File: src/rtl/fic_pkg.sv
package fic_pkg;
  localparam int AW = 5;
  localparam int DW = 8;

  localparam logic [AW-1:0] A_CFG   = 5'h00;
  localparam logic [AW-1:0] A_PLEN  = 5'h01;
  localparam logic [AW-1:0] A_MMASK = 5'h02;
  localparam logic [AW-1:0] A_CMASK = 5'h03;
  localparam logic [AW-1:0] A_TMASK = 5'h04;
  localparam logic [AW-1:0] A_LIVE  = 5'h08;
  localparam logic [AW-1:0] A_MLAT  = 5'h09;
  localparam logic [AW-1:0] A_SUMM  = 5'h0A;
  localparam logic [AW-1:0] A_CH0   = 5'h10;

  typedef enum logic [1:0] {
    EV_SINGLE = 2'b00,
    EV_TRAIN  = 2'b01,
    EV_LEVEL  = 2'b10,
    EV_LEVEL2 = 2'b11
  } ev_mode_e;
endpackage

File: src/rtl/fic_regs.sv
module fic_regs
  import fic_pkg::*;
#(
  parameter int NUM_CH    = 6,
  parameter int PULSE_DEF = 16
) (
  input  logic                 clk,
  input  logic                 rst_n,
  input  logic                 wr_en,
  input  logic                 rd_en,
  input  logic [AW-1:0]        addr,
  input  logic [DW-1:0]        wr_data,
  input  logic [1:0]           live,
  input  logic [1:0]           misc_lat,
  input  logic [NUM_CH-1:0]    summary,
  input  logic [NUM_CH*8-1:0]  ch_lat,
  output logic                 pol,
  output ev_mode_e             mode,
  output logic [DW-1:0]        plen,
  output logic [1:0]           misc_mask,
  output logic [NUM_CH-1:0]    ch_mask,
  output logic [7:0]           type_mask,
  output logic [DW-1:0]        rd_data
);
  logic [2:0]        cfg_q;
  logic [DW-1:0]     plen_q;
  logic [1:0]        mmask_q;
  logic [NUM_CH-1:0] cmask_q;
  logic [7:0]        tmask_q;
  logic [DW-1:0]     rd_q, rd_mux;

  always_comb begin
    rd_mux = '0;
    case (addr)
      A_CFG:   rd_mux = {cfg_q, 5'b0};
      A_PLEN:  rd_mux = plen_q;
      A_MMASK: rd_mux = DW'(mmask_q);
      A_CMASK: rd_mux = DW'(cmask_q);
      A_TMASK: rd_mux = tmask_q;
      A_LIVE:  rd_mux = DW'(live);
      A_MLAT:  rd_mux = DW'(misc_lat);
      A_SUMM:  rd_mux = DW'(summary);
      default: rd_mux = '0;
    endcase
    for (int c = 0; c < NUM_CH; c++) begin
      if (addr == A_CH0 + AW'(c)) rd_mux = ch_lat[c*8 +: 8];
    end
  end

  always_ff @(posedge clk or negedge rst_n) begin
    if (!rst_n) begin
      cfg_q   <= '0;
      plen_q  <= DW'(PULSE_DEF);
      mmask_q <= '1;
      cmask_q <= '1;
      tmask_q <= '1;
      rd_q    <= '0;
    end else begin
      if (wr_en && addr == A_CFG)   cfg_q   <= wr_data[7:5];
      if (wr_en && addr == A_PLEN)  plen_q  <= wr_data;
      if (wr_en && addr == A_MMASK) mmask_q <= wr_data[1:0];
      if (wr_en && addr == A_CMASK) cmask_q <= wr_data[NUM_CH-1:0];
      if (wr_en && addr == A_TMASK) tmask_q <= wr_data;
      if (rd_en)                    rd_q    <= rd_mux;
    end
  end

  assign pol       = cfg_q[2];
  assign mode      = ev_mode_e'(cfg_q[1:0]);
  assign plen      = plen_q;
  assign misc_mask = mmask_q;
  assign ch_mask   = cmask_q;
  assign type_mask = tmask_q;
  assign rd_data   = rd_q;


  cmask_wr_chk: assert property (@(posedge clk) disable iff (!rst_n)
    (wr_en && addr == A_CMASK) |=> (ch_mask == $past(wr_data[NUM_CH-1:0])));
endmodule

File: src/rtl/fic_latch.sv
module fic_latch #(
  parameter int NUM_CH    = 6,
  parameter int NUM_TYPES = 8
) (
  input  logic                        clk,
  input  logic                        rst_n,
  input  logic [NUM_CH*NUM_TYPES-1:0] ch_ev,
  input  logic [1:0]                  misc_ev,
  input  logic                        ch_clr,
  input  logic                        misc_clr,
  input  logic [NUM_CH-1:0]           ch_mask,
  input  logic [NUM_TYPES-1:0]        type_mask,
  input  logic [1:0]                  misc_mask,
  output logic [NUM_CH*NUM_TYPES-1:0] ch_lat,
  output logic [1:0]                  misc_lat,
  output logic [NUM_CH-1:0]           summary,
  output logic                        trig
);
  localparam int NB = NUM_CH * NUM_TYPES;

  logic [NB-1:0]     ch_lat_q, ch_lat_d;
  logic [1:0]        misc_lat_q, misc_lat_d;
  logic [NUM_CH-1:0] ch_hit;
  logic              misc_hit;

  for (genvar c = 0; c < NUM_CH; c++) begin : g_ch
    logic [NUM_TYPES-1:0] cur, ev, fresh;
    assign cur   = ch_lat_q[c*NUM_TYPES +: NUM_TYPES];
    assign ev    = ch_ev[c*NUM_TYPES +: NUM_TYPES];
    assign fresh = ev & ~cur & ~type_mask & {NUM_TYPES{~ch_mask[c]}};
    assign ch_lat_d[c*NUM_TYPES +: NUM_TYPES] = (cur & {NUM_TYPES{~ch_clr}}) | ev;
    assign ch_hit[c]  = |fresh;
    assign summary[c] = |cur;
  end

  assign misc_lat_d = (misc_lat_q & {2{~misc_clr}}) | misc_ev;
  assign misc_hit   = |(misc_ev & ~misc_lat_q & ~misc_mask);
  assign trig       = misc_hit | (|ch_hit);

  always_ff @(posedge clk or negedge rst_n) begin
    if (!rst_n) begin
      ch_lat_q   <= '0;
      misc_lat_q <= '0;
    end else begin
      ch_lat_q   <= ch_lat_d;
      misc_lat_q <= misc_lat_d;
    end
  end

  assign ch_lat   = ch_lat_q;
  assign misc_lat = misc_lat_q;


  ch_sticky_chk: assert property (@(posedge clk) disable iff (!rst_n)
    !ch_clr |=> ((ch_lat_q & $past(ch_lat_q)) == $past(ch_lat_q)));

  ch_clear_chk: assert property (@(posedge clk) disable iff (!rst_n)
    (ch_clr && ch_ev == '0) |=> (ch_lat_q == '0));

  ev_kept_chk: assert property (@(posedge clk) disable iff (!rst_n)
    (ch_ev != '0) |=> ((ch_lat_q & $past(ch_ev)) == $past(ch_ev)));

  misc_kept_chk: assert property (@(posedge clk) disable iff (!rst_n)
    (misc_ev != '0) |=> ((misc_lat_q & $past(misc_ev)) == $past(misc_ev)));
endmodule

File: src/rtl/fic_irq_gen.sv
module fic_irq_gen
  import fic_pkg::*;
#(
  parameter int TRAIN_PERIOD = 32
) (
  input  logic          clk,
  input  logic          rst_n,
  input  logic          trig,
  input  logic          clr_rd,
  input  ev_mode_e      mode,
  input  logic [DW-1:0] plen,
  output logic          act
);
  localparam int PH_W = $clog2(TRAIN_PERIOD);
  localparam logic [PH_W-1:0] HALF = PH_W'(TRAIN_PERIOD / 2);

  logic [DW-1:0]   pcnt_q, pcnt_d;
  logic [PH_W-1:0] phase_q, phase_d;
  logic            run_q, run_d;

  always_comb begin
    pcnt_d  = pcnt_q;
    phase_d = phase_q;
    run_d   = run_q;
    if (trig) begin
      pcnt_d  = (plen == '0) ? DW'(1) : plen;
      phase_d = '0;
      run_d   = 1'b1;
    end else begin
      if (pcnt_q != '0) pcnt_d = pcnt_q - 1'b1;
      if (run_q)        phase_d = phase_q + 1'b1;
      if (clr_rd)       run_d = 1'b0;
    end
  end

  always_ff @(posedge clk or negedge rst_n) begin
    if (!rst_n) begin
      pcnt_q  <= '0;
      phase_q <= '0;
      run_q   <= 1'b0;
    end else begin
      pcnt_q  <= pcnt_d;
      phase_q <= phase_d;
      run_q   <= run_d;
    end
  end

  always_comb begin
    case (mode)
      EV_SINGLE: act = (pcnt_q != '0);
      EV_TRAIN:  act = run_q && (phase_q < HALF);
      default:   act = run_q;
    endcase
  end


  trig_act_chk: assert property (@(posedge clk) disable iff (!rst_n)
    trig |=> act);

  pulse_drain_chk: assert property (@(posedge clk) disable iff (!rst_n)
    (!trig && pcnt_q != '0) |=> (pcnt_q == $past(pcnt_q) - 1'b1));

  run_stop_chk: assert property (@(posedge clk) disable iff (!rst_n)
    (clr_rd && !trig) |=> !run_q);
endmodule

File: src/rtl/fault_irq_ctrl.sv
module fault_irq_ctrl
  import fic_pkg::*;
#(
  parameter int NUM_CH       = 6,
  parameter int NUM_TYPES    = 8,
  parameter int PULSE_DEF    = 16,
  parameter int TRAIN_PERIOD = 32
) (
  input  logic                        clk,
  input  logic                        rst_n,
  input  logic                        clk_err_i,
  input  logic                        sup_short_i,
  input  logic [NUM_CH*NUM_TYPES-1:0] ch_fault_i,
  input  logic                        wr_en_i,
  input  logic                        rd_en_i,
  input  logic [AW-1:0]               addr_i,
  input  logic [DW-1:0]               wr_data_i,
  output logic [DW-1:0]               rd_data_o,
  output logic                        irq_o
);
  logic [1:0]                  misc_ev, misc_lat, misc_mask;
  logic [NUM_CH*NUM_TYPES-1:0] ch_lat;
  logic [NUM_CH-1:0]           summary, ch_mask;
  logic [NUM_TYPES-1:0]        type_mask;
  logic [DW-1:0]               plen;
  ev_mode_e                    mode;
  logic                        pol, ch_clr, misc_clr, trig, act;

  assign misc_ev = {sup_short_i, clk_err_i};

  always_comb begin
    ch_clr = 1'b0;
    for (int c = 0; c < NUM_CH; c++) begin
      if (rd_en_i && addr_i == A_CH0 + AW'(c)) ch_clr = 1'b1;
    end
  end
  assign misc_clr = rd_en_i && (addr_i == A_MLAT);

  fic_regs #(.NUM_CH(NUM_CH), .PULSE_DEF(PULSE_DEF)) u_regs (
    .clk(clk), .rst_n(rst_n), .wr_en(wr_en_i), .rd_en(rd_en_i),
    .addr(addr_i), .wr_data(wr_data_i), .live(misc_ev),
    .misc_lat(misc_lat), .summary(summary), .ch_lat(ch_lat),
    .pol(pol), .mode(mode), .plen(plen), .misc_mask(misc_mask),
    .ch_mask(ch_mask), .type_mask(type_mask), .rd_data(rd_data_o)
  );

  fic_latch #(.NUM_CH(NUM_CH), .NUM_TYPES(NUM_TYPES)) u_latch (
    .clk(clk), .rst_n(rst_n), .ch_ev(ch_fault_i), .misc_ev(misc_ev),
    .ch_clr(ch_clr), .misc_clr(misc_clr), .ch_mask(ch_mask),
    .type_mask(type_mask), .misc_mask(misc_mask), .ch_lat(ch_lat),
    .misc_lat(misc_lat), .summary(summary), .trig(trig)
  );

  fic_irq_gen #(.TRAIN_PERIOD(TRAIN_PERIOD)) u_irq (
    .clk(clk), .rst_n(rst_n), .trig(trig), .clr_rd(ch_clr | misc_clr),
    .mode(mode), .plen(plen), .act(act)
  );

  assign irq_o = pol ? act : ~act;
endmodule

File: config.mk
export PLATFORM = sky130hd
export DESIGN_NAME = fault_irq_ctrl
export DESIGN_NICKNAME = d
export VERILOG_FILES = /design/src/rtl/fic_pkg.sv /design/src/rtl/fic_regs.sv /design/src/rtl/fic_latch.sv /design/src/rtl/fic_irq_gen.sv /design/src/rtl/fault_irq_ctrl.sv
export SDC_FILE = /design/constraint.sdc
export NUM_CORES = 1
export LEC_CHECK = 0
export ABC_AREA = 1
export BUFFER_PORTS_ARGS = -buffer_cell sky130_fd_sc_hd__buf_2
export CAP_MARGIN = 20
export CORE_AREA = 4 4 110 91
export CTS_CLUSTER_DIAMETER = 80
export DETAILED_ROUTE_END_ITERATION = 8
export DIE_AREA = 0 0 114 95
export GPL_ROUTABILITY_DRIVEN = 0
export PLACE_DENSITY_LB_ADDON = 0.12
export SLEW_MARGIN = 0
export SYNTH_ARGS = -nofsm -noshare
export SYNTH_HDL_FRONTEND = slang
export SYNTH_SLANG_ARGS = --single-unit
File: constraint.sdc
create_clock -name clk -period 2.5 [get_ports clk]
set_input_delay 0.25 -clock clk [delete_from_list [all_inputs] [get_ports clk]]
set_output_delay 0.25 -clock clk [all_outputs]
set_load 0.02 [all_outputs]
Word level (Yosys, flattened, before mapping). Cells that the tools add are included. W data, S select, Z words.

$add $sub $neg: 2. Magnitude comparators: 1. Equal/unequal tests: 14. Mux-type cells: 22. Bitwise logic cells: 54. Reduce and logical (&&, ||, !) cells: 28.

Operators with widths (count): $and A8 B8 Y8 (24); $mux W8 (9); $pmux W8 S8 (1); $not A8 Y8 (7); $or A8 B8 Y8 (6); $reduce_or A48 Y1 (1); $reduce_or A8 Y1 (6); $eq A5 B5 Y1 const B (6); $eq A5 B4 Y1 const B (3); $logic_and A1 B1 Y1 (13); $eq A5 B2 Y1 const B (2); $mux W5 (2); $mux W1 (9); $not A1 Y1 (9); $logic_not A8 Y1 (1); $reduce_bool A8 Y1 (1); $sub A8 B1 Y8 const B (1); $and A2 B2 Y2 (3); $reduce_bool A2 Y1 (3); $add A5 B1 Y5 const B (1); $eq A5 B1 Y1 const B (1); $eq A5 B3 Y1 const B (1); $logic_not A5 Y1 (1); $lt A5 B5 Y1 const B (1); other kinds (7) (9).

Flip-flop bits (word level): 99. Input port bits: 67. Output and inout port bits: 9. Logic and storage cells: 132.

Depth between registers and ports, before layout. Gate-level depths: netlist (run 1).

Word-level depth: 11. Mapped depth: 12. Mapped depth without buffers: 12.

Modules after synthesis. From an unflattened synthesis (run 1), not the netlist that was laid out.

Cells, all modules: 744. Area, all modules: 5571.6 µm².

By module, submodules not included: fic_latch (instances 1, cells each 291, area each 2468.6 µm², seq. area each 1251.2 µm²); fic_regs (instances 1, cells each 318, area each 2214.6 µm², seq. area each 897.1 µm²); fic_irq_gen (instances 1, cells each 121, area each 829.5 µm², seq. area each 350.3 µm²); fault_irq_ctrl (instances 1, cells each 14, area each 58.8 µm², seq. area each 0.0 µm²).

Worst setup path after synthesis (run 1). No wires, ideal clock.

Path type: register -> output. Start: register u_irq.pcnt_q[0]. End: output irq_o. Arrival: 1602 ps. Data required time: 2250 ps. Path slack: 648 ps. Cell stages (with the launch flop): 8. Cells stage by stage: dfrtp_1 > inv_1 > ha_1 > nand3_1 > nor2_2 > inv_1 > o31ai_1 > xor2_1.

Cells in the longest elaborated chain, start to end: 4.

Ends and longest elaborated chain: start, declared (RTL line fic_irq_gen.sv:17) `logic [DW-1:0] pcnt_q, pcnt_d;`; start signal, assigned (RTL line fic_irq_gen.sv:42) `pcnt_q <= pcnt_d;`; $reduce_bool A8 Y1 * (RTL line fic_irq_gen.sv:50) `EV_SINGLE: act = (pcnt_q != '0);`; $pmux W1 S2 * (RTL line fic_irq_gen.sv:49) `case (mode)`; $not A1 Y1 (RTL line fault_irq_ctrl.sv:59) `assign irq_o = pol ? act : ~act;`; $mux W1 * (RTL line fault_irq_ctrl.sv:59); end, declared (RTL line fault_irq_ctrl.sv:19) `output logic irq_o`.

Mark *: on every way between the ends. The rest lies on a longest branch, timed or not.

Worst setup path after layout (run 1). Ends and elaborated chain as after synthesis.

==> run summary, run 1 <==
Outcome: finished clean
Pleak: 3.24 nW
Layout Nets: 837
Seq/Total Area, Yosys: 45.7%
Worst-Skew Late Latency: 0.34 ns
Yosys synthesis warning count: 0
ANT nets after route: 0
Fin. max-slew vios: 0
Post-synthesis net count: 761
Uppermost layer routed: met4
Die W: 114 um
Dominant synthesized flop cell: dfrtp_1
Final core occ: 70.0%
Post-synthesis compound-gate area fraction: 15.6%
H-tree Lvls: 3
Largest net degree at the start of global routing: 54
GRT Total Usage: 29.8%
Synth Area in Adders: 0.687%
Post-Synth XOR/XNOR Area: 1.44%
Layout Skew: 0.00870 ns
Vias in the first global route: 4931
Clock share of power: 30.3%
Pwr dens: 713 mW/mm2
Port bufs: 75
Crit Path Max Fanout: 6
CP Class: register to primary output
Critical Path AT: 2.03 ns
First-pass iteration count of the detailed router: 5
Vias per cell: 5.79
Commonest cells after routing, fill and taps aside: nand2_1, inv_1, dfrtp_1
RSZ-0062 raised after global routing: no
Clk Tree Root Cell: clkbuf_16
Post-synthesis mux area share: 0.183%
Met2 wire length: 6.85 mm
Num Clock Sinks: 99
I/O pin count: 76
WHS Path Cells: 2
Total core area: 0.00892 mm2
Net Sw Frac: 32.8%
Layout cells sized above 1: 21.2%
Die ar.: 0.0108 mm2
Met1 WL: 6.62 mm
WL/cell: 17.3 um
Worst rel slew slack: 58.7%
Post-synth EDFFs: 0
Routed WL: 15.4 mm
Worst r2r path cells: 10
Worst VDD drop: 0.554 mV
Met3 WL post-DR: 1.64 mm
Register share of total power: 44.9%
Worst-path clk slew: 0.07 ns
Switch Pwr: 1.46 mW
Part of the power in combinational logic: 24.8%
Synth area leader: dfrtp_1
Final min period: 2.28 ns
Hold Crit Class: input pin to register
DR iter-0 viols: 644
Diode count: 0
Ranking of synthesized cells by area: dfrtp_1, nand2_1, dfstp_2, nand3_1, inv_1
Distinct cells, synth: 35
Average cell area after synthesis: 7.91 um2
Area share of the largest cell type after synthesis: 37.5%
HPWL after detailed placement: 11.8 mm
Simple-gate share of the synthesized area: 27.7%
Setup bufs post-CTS: 0
Ys async rst share: 100%
Initial Utilization: 61.3%
Largest family of logic cells by synthesized area: simple AND/OR/NAND/NOR gates
Initial antenna violation count: 0
Final setup TNS: 0 ns
Crit. End Element: primary output
Worst slew pin tran: 0.619 ns
Final setup violation count: 0
P_int: 3.00 mW
Clock buffer depth: 2
DIE HEIGHT: 95 um
Routed via count: 5137
Max Cap Viol: 0
Area growth syn-to-layout: 14.3%
Global-route wire length before repair: 24.9 mm
Mapped cell area: 0.00547 mm2
Most common cell after layout, fill and taps aside: nand2_1
Startpoint class of the critical path: register
Yosys reg bits: 99
Final period util: 91.3%
CTS tree: yes
Critical Path RT: 2.25 ns
Residual DRC count: 0
Post-Synthesis Cells: 691
Fin. Hold Viols: 0
Grt ovf: 0
Max Clk Rate: 438 MHz
TritonCTS Buffers: 9
Row count: 31
critical path, stage by stage, from the launching register on:
cell     delay (ns)
dfrtp_1        0.39
inv_1          0.10
ha_1           0.16
nand3_1        0.12
nor2_4         0.20
inv_1          0.14
o31ai_1        0.25
xor2_1         0.16
buf_2          0.17
registers in the layout, indices dropped and copies added, names as in the netlist:
signal,count
u_latch.misc_lat,2
u_regs.misc_mask,2
u_latch.ch_lat,48
u_regs.cfg_q,3
u_regs.ch_mask,6
u_regs.type_mask,8
u_irq.run_q,1
u_irq.pcnt_q,8
u_regs.rd_data,8
u_irq.phase_q,5
u_regs.plen,8
synthesized netlist by cell type (2+ instances only):
| master | number |
|---|---|
| o21ai_0 | 40 |
| nand4_1 | 19 |
| nand3b_1 | 2 |
| nand2_1 | 163 |
| nor3_1 | 2 |
| nand3_1 | 74 |
| o21bai_1 | 28 |
| nor2_2 | 5 |
| o21ai_2 | 9 |
| nand2_2 | 7 |
| o31ai_1 | 2 |
| ha_1 | 3 |
| nor2_4 | 3 |
| inv_1 | 94 |
| clkbuf_1 | 4 |
| buf_2 | 5 |
| xnor2_1 | 2 |
| o21bai_2 | 20 |
| nor2_1 | 62 |
| dfrtp_1 | 82 |
| buf_6 | 5 |
| a21oi_1 | 19 |
| dfstp_2 | 17 |
| xor2_1 | 7 |
| inv_2 | 7 |
metal layers:
| metal | GRT usage (%) | vias to the layer above |
|---|---|---|
| met5 | 0 | - |
| met3 | 6.79 | 25 |
| met1 | 42.7 | 2443 |
| li1 | - | 2387 |
| met4 | 7.52 | 0 |
| met2 | 46.0 | 282 |
metrics by stage:
stage                     total power [mW]  worst slack, ns  hold WS [ns]  area (um2)  cells
after floorplan                       2.72            0.648       -0.0456        5470    691
after global placement                3.05            0.523         0.303        5940    870
after detailed placement              3.09            0.514         0.301        5940    870
after CTS                             4.44            0.140         0.115        6240    887
after global routing                  4.71           0.0540         0.120        6250    887
final                                 4.46            0.218         0.117        6250    887
power by group through the flow:
stage               Combinational (mW)  Sequential [mW]  Clock [mW]
floorplan                        0.736             1.99           0
global placement                  1.03             2.01           0
detailed placement                1.07             2.02           0
CTS                               1.08             1.99        1.37
global route                      1.24             2.02        1.45
finish                            1.11             2.00        1.35
kinds of logic (layout without fill, tap and decap cells):
group / count (synthesis) / in the layout
muxes: 1 / 1
AOI/OAI and AO/OA: 122 / 122
and+or+nand+nor: 342 / 342
adders and majority gates: 3 / 3
xor gates and xnor gates: 9 / 9
DFF: 99 / 99
buffers and inverters: 115 / 196
timing repair:
item                                    in CTS  in global routing
resized for setup                            0                  1
hold buffers                                 1                  0
endpoints found under the setup margin       0                  1
hold endpoints to repair                    36                  0
worst paths after layout:
check | slack [ns] | end | startpoint
max | 0.22 | irq_o | u_irq.pcnt_q[0]
min | 0.12 | u_latch.ch_lat[24] | ch_fault_i[24]
max reg2reg | 0.43 | u_irq.pcnt_q[1] | u_regs.type_mask[3]
min reg2reg | 0.48 | u_regs.rd_data[4] | u_regs.rd_data[4]
max in group asynchronous | 1.28 | u_regs.type_mask[6] | rst_n
min in group asynchronous | 0.47 | u_latch.ch_lat[26] | rst_n
area by class of cell:
| class | count | area [um2] |
|---|---|---|
| fillers | 757 | 2680 |
| flip-flops and latches | 99 | 2500 |
| clock buffers | 15 | 288 |
| repair buffers | 79 | 435 |
| well taps | 115 | 144 |
| inverters | 101 | 379 |
| multi-input cells | 477 | 2500 |
| clock inverters | 1 | 5.00 |
No activity file was read; power rests on OpenSTA's default activity.
==> run 2, diff against run 1 <==
--- a/config.mk
+++ b/config.mk
@@ -8,10 +8,10 @@
 export ABC_AREA = 1
 export BUFFER_PORTS_ARGS = -buffer_cell sky130_fd_sc_hd__buf_2
 export CAP_MARGIN = 20
-export CORE_AREA = 4 4 110 91
+export CORE_AREA = 4 4 117 97
 export CTS_CLUSTER_DIAMETER = 80
 export DETAILED_ROUTE_END_ITERATION = 8
-export DIE_AREA = 0 0 114 95
+export DIE_AREA = 0 0 121 101
 export GPL_ROUTABILITY_DRIVEN = 0
 export PLACE_DENSITY_LB_ADDON = 0.12
 export SLEW_MARGIN = 0
==> run 2 against run 1 <==
Against the previous run:
- highest routed layer unchanged
- critical path depth unchanged
- cell area increased by 0.88%
- critical endpoint unchanged
- wire length increased by 3.4%
- sequential share of layout area decreased by 0.35 points
- setup slack got worse by 0.012 ns
- final cell count increased by 2.8%
- critical path type unchanged
- flip-flop and latch count unchanged
- global-route usage decreased by 2.8 points
==> run summary, run 2 (synthesized netlist as in run 1, its figures left out) <==
Outcome: finished clean (unchanged)
Final min period: 2.29 ns (was 2.28 ns)
RSZ-0062 raised after global routing: no (unchanged)
DP Area: 0.00597 mm2 (was 0.00594 mm2)
Final setup violation count: 0 (unchanged)
DR iter-0 viols: 520 (was 644)
Grt ovf: 0 (unchanged)
HPWL after detailed placement: 12.0 mm (was 11.8 mm)
Worst-Skew Late Latency: 0.35 ns (was 0.34 ns)
Diode count: 0 (unchanged)
Die W: 121 um (was 114 um)
Top delay family on crit path: buffers and inverters (unchanged)
Die ar.: 0.0122 mm2 (was 0.0108 mm2)
Crit Path Max Fanout: 6 (unchanged)
Total core area: 0.0101 mm2 (was 0.00892 mm2)
Worst slew pin tran: 0.605 ns (was 0.619 ns)
Layout Skew: 0.00405 ns (was 0.00870 ns)
Critical Path AT: 2.04 ns (was 2.03 ns)
Layout Nets: 837 (unchanged)
First-pass iteration count of the detailed router: 5 (unchanged)
Register share of total power: 44.2% (was 44.9%)
WHS Path Cells: 2 (unchanged)
Hold Crit Class: input pin to register (unchanged)
Clock buffer depth: 2 (unchanged)
Hold endpoint: u_latch.ch_lat[24] (unchanged)
Clk Tree Root Cell: clkbuf_16 (unchanged)
Filler Cell Count: 944 (was 757)
Top cell by count, worst path: inv_1 (unchanged)
Crit. End Element: primary output (unchanged)
Pwr dens: 722 mW/mm2 (was 713 mW/mm2)
Routed WL: 15.9 mm (was 15.4 mm)
Initial Utilization: 54.0% (was 61.3%)
Critical Path RT: 2.25 ns (about the same)
Residual DRC count: 0 (unchanged)
Vias per cell: 5.54 (was 5.79)
Worst-path clk slew: 0.07 ns (about the same)
Most common cell after layout, fill and taps aside: nand2_1 (unchanged)
Max Clk Rate: 436 MHz (was 438 MHz)
Max Cap Viol: 0 (unchanged)
Fin. max-slew vios: 0 (unchanged)
Global-route wire length before repair: 25.4 mm (was 24.9 mm)
Initial antenna violation count: 0 (unchanged)
Final instance area: 0.00630 mm2 (was 0.00625 mm2)
Pleak: 3.26 nW (was 3.24 nW)
P_int: 3.04 mW (was 3.00 mW)
Inst Count DP: 895 (was 870)
Row count: 33 (was 31)
Worst VDD drop: 0.438 mV (was 0.554 mV)
I/O pin count: 76 (unchanged)
Worst Path Buf+Inv: 3 (unchanged)
Num Clock Sinks: 99 (unchanged)
Crit path cell chain: inv_1 -> ha_1 -> nand3_1 -> nor2_4 -> inv_1 -> o31ai_1 -> xor2_1 -> buf_2 (unchanged)
Final setup TNS: 0 ns (unchanged)
H-tree Lvls: 3 (unchanged)
Port bufs: 75 (unchanged)
CP Class: register to primary output (unchanged)
Net Sw Frac: 33.2% (was 32.8%)
Commonest cells after routing, fill and taps aside: nand2_1, inv_1, dfrtp_1 (unchanged)
Startpoint class of the critical path: register (unchanged)
Area growth syn-to-layout: 15.3% (was 14.3%)
CTS tree: yes (unchanged)
Worst r2r path cells: 10 (unchanged)
Largest net degree at the start of global routing: 59 (was 54)
Max FFs per register: 48 (unchanged)
WP depth: 8 (unchanged)
TritonCTS Buffers: 9 (unchanged)
RR Endpoint: u_irq.pcnt_q[7] (was u_irq.pcnt_q[1])
Vias in the first global route: 4898 (was 4931)
Fin. Hold Viols: 0 (unchanged)
Hold Startpoint: ch_fault_i[24] (unchanged)
GRT Total Usage: 27.0% (was 29.8%)
Layout cells sized above 1: 21.5% (was 21.2%)
Worst path max stage delay: 0.39 ns (about the same)
Final period util: 91.8% (was 91.3%)
WHS: 0.108 ns (was 0.117 ns)
Worst rel slew slack: 59.5% (was 58.7%)
R2r startpoint: u_regs.type_mask[3] (unchanged)
Slowest library cell on the worst path: dfrtp_1 (unchanged)
DIE HEIGHT: 101 um (was 95 um)
Cell Count, Final, Fillers Out: 912 (was 887)
Clock share of power: 31.6% (was 30.3%)
Switch Pwr: 1.51 mW (was 1.46 mW)
ANT nets after route: 0 (unchanged)
Part of the power in combinational logic: 24.2% (was 24.8%)
WL/cell: 17.4 um (was 17.3 um)
Routed via count: 5054 (was 5137)
Worst reg-to-reg setup slack: 0.45 ns (was 0.43 ns)
-- run 2: cell types whose count changed in the layout (fill, tap and decap cells not counted) --
cell	previous run	this run
clkinv_2	1	2
inv_6	0	1
clkbuf_8	4	1
clkbuf_16	9	11
clkinv_4	0	1
clkbuf_1	2	0
-- run 2: cell type report --
type / count / area, um2 / share of cell area, %
clock buffers: 12 / 289 / 4.59
clock inverters: 4 / 27.5 / 0.437
inverters: 101 / 379 / 6.02
multi-input cells: 477 / 2500 / 39.6
flip-flops and latches: 99 / 2500 / 39.7
well taps: 140 / 175 / 2.78
repair buffers: 79 / 435 / 6.91
-- run 2: worst max path at each step --
| stage | from | to | slack (ns) |
|---|---|---|---|
| after global routing | u_irq.pcnt_q[0] | irq_o | 0.05 |
| final | u_irq.pcnt_q[0] | irq_o | 0.21 |
| after floorplan | u_irq.pcnt_q[0] | irq_o | 0.65 |
| after CTS | u_irq.pcnt_q[0] | irq_o | 0.13 |
| after global placement | u_irq.pcnt_q[0] | irq_o | 0.52 |
| after detailed placement | u_irq.pcnt_q[0] | irq_o | 0.51 |
-- run 2: routing by layer --
metal	up-vias	global-route usage [%]	share of wire (%)
li1	2377	-	-
met1	2402	39.1	44
met2	244	41.2	45
met3	31	5.84	8.9
met4	0	7.49	1.5
met5	-	0	0
-- run 2: timing repair --
| action | in CTS | in global routing |
|---|---|---|
| gates resized for setup | 0 | 1 |
| setup endpoints to repair | 0 | 1 |
| endpoints found under the hold margin | 34 | 0 |
| setup buffers | 0 | 0 |
| hold buffers | 1 | 0 |
-- run 2: metrics by stage --
stage / power, mW / worst slack [ns] / util [%]
global route: 4.79 / 0.0451 / 62.3
finish: 4.55 / 0.206 / 62.3
detailed placement: 3.10 / 0.508 / 59.0
CTS: 4.54 / 0.125 / 62.2
global placement: 3.06 / 0.516 / 59.0
floorplan: 2.72 / 0.648 / -
-- run 2: worst reg2reg max path, cell delays in order, from the launching register on --
cell,delay [ns]
dfstp_2,0.55
inv_1,0.18
nand3_1,0.15
a21oi_1,0.08
nor2_1,0.15
nand3b_1,0.13
nor2_1,0.23
nand2_1,0.09
buf_4,0.22
nand2_1,0.11
o21ai_2,0.05
-- run 2: power by group through the flow --
stage | logic, mW | registers, mW | clock network [mW]
floorplan | 0.736 | 1.99 | 0
global placement | 1.04 | 2.02 | 0
detailed placement | 1.07 | 2.03 | 0
CTS | 1.09 | 2.00 | 1.45
global route | 1.24 | 2.03 | 1.53
finish | 1.10 | 2.01 | 1.44
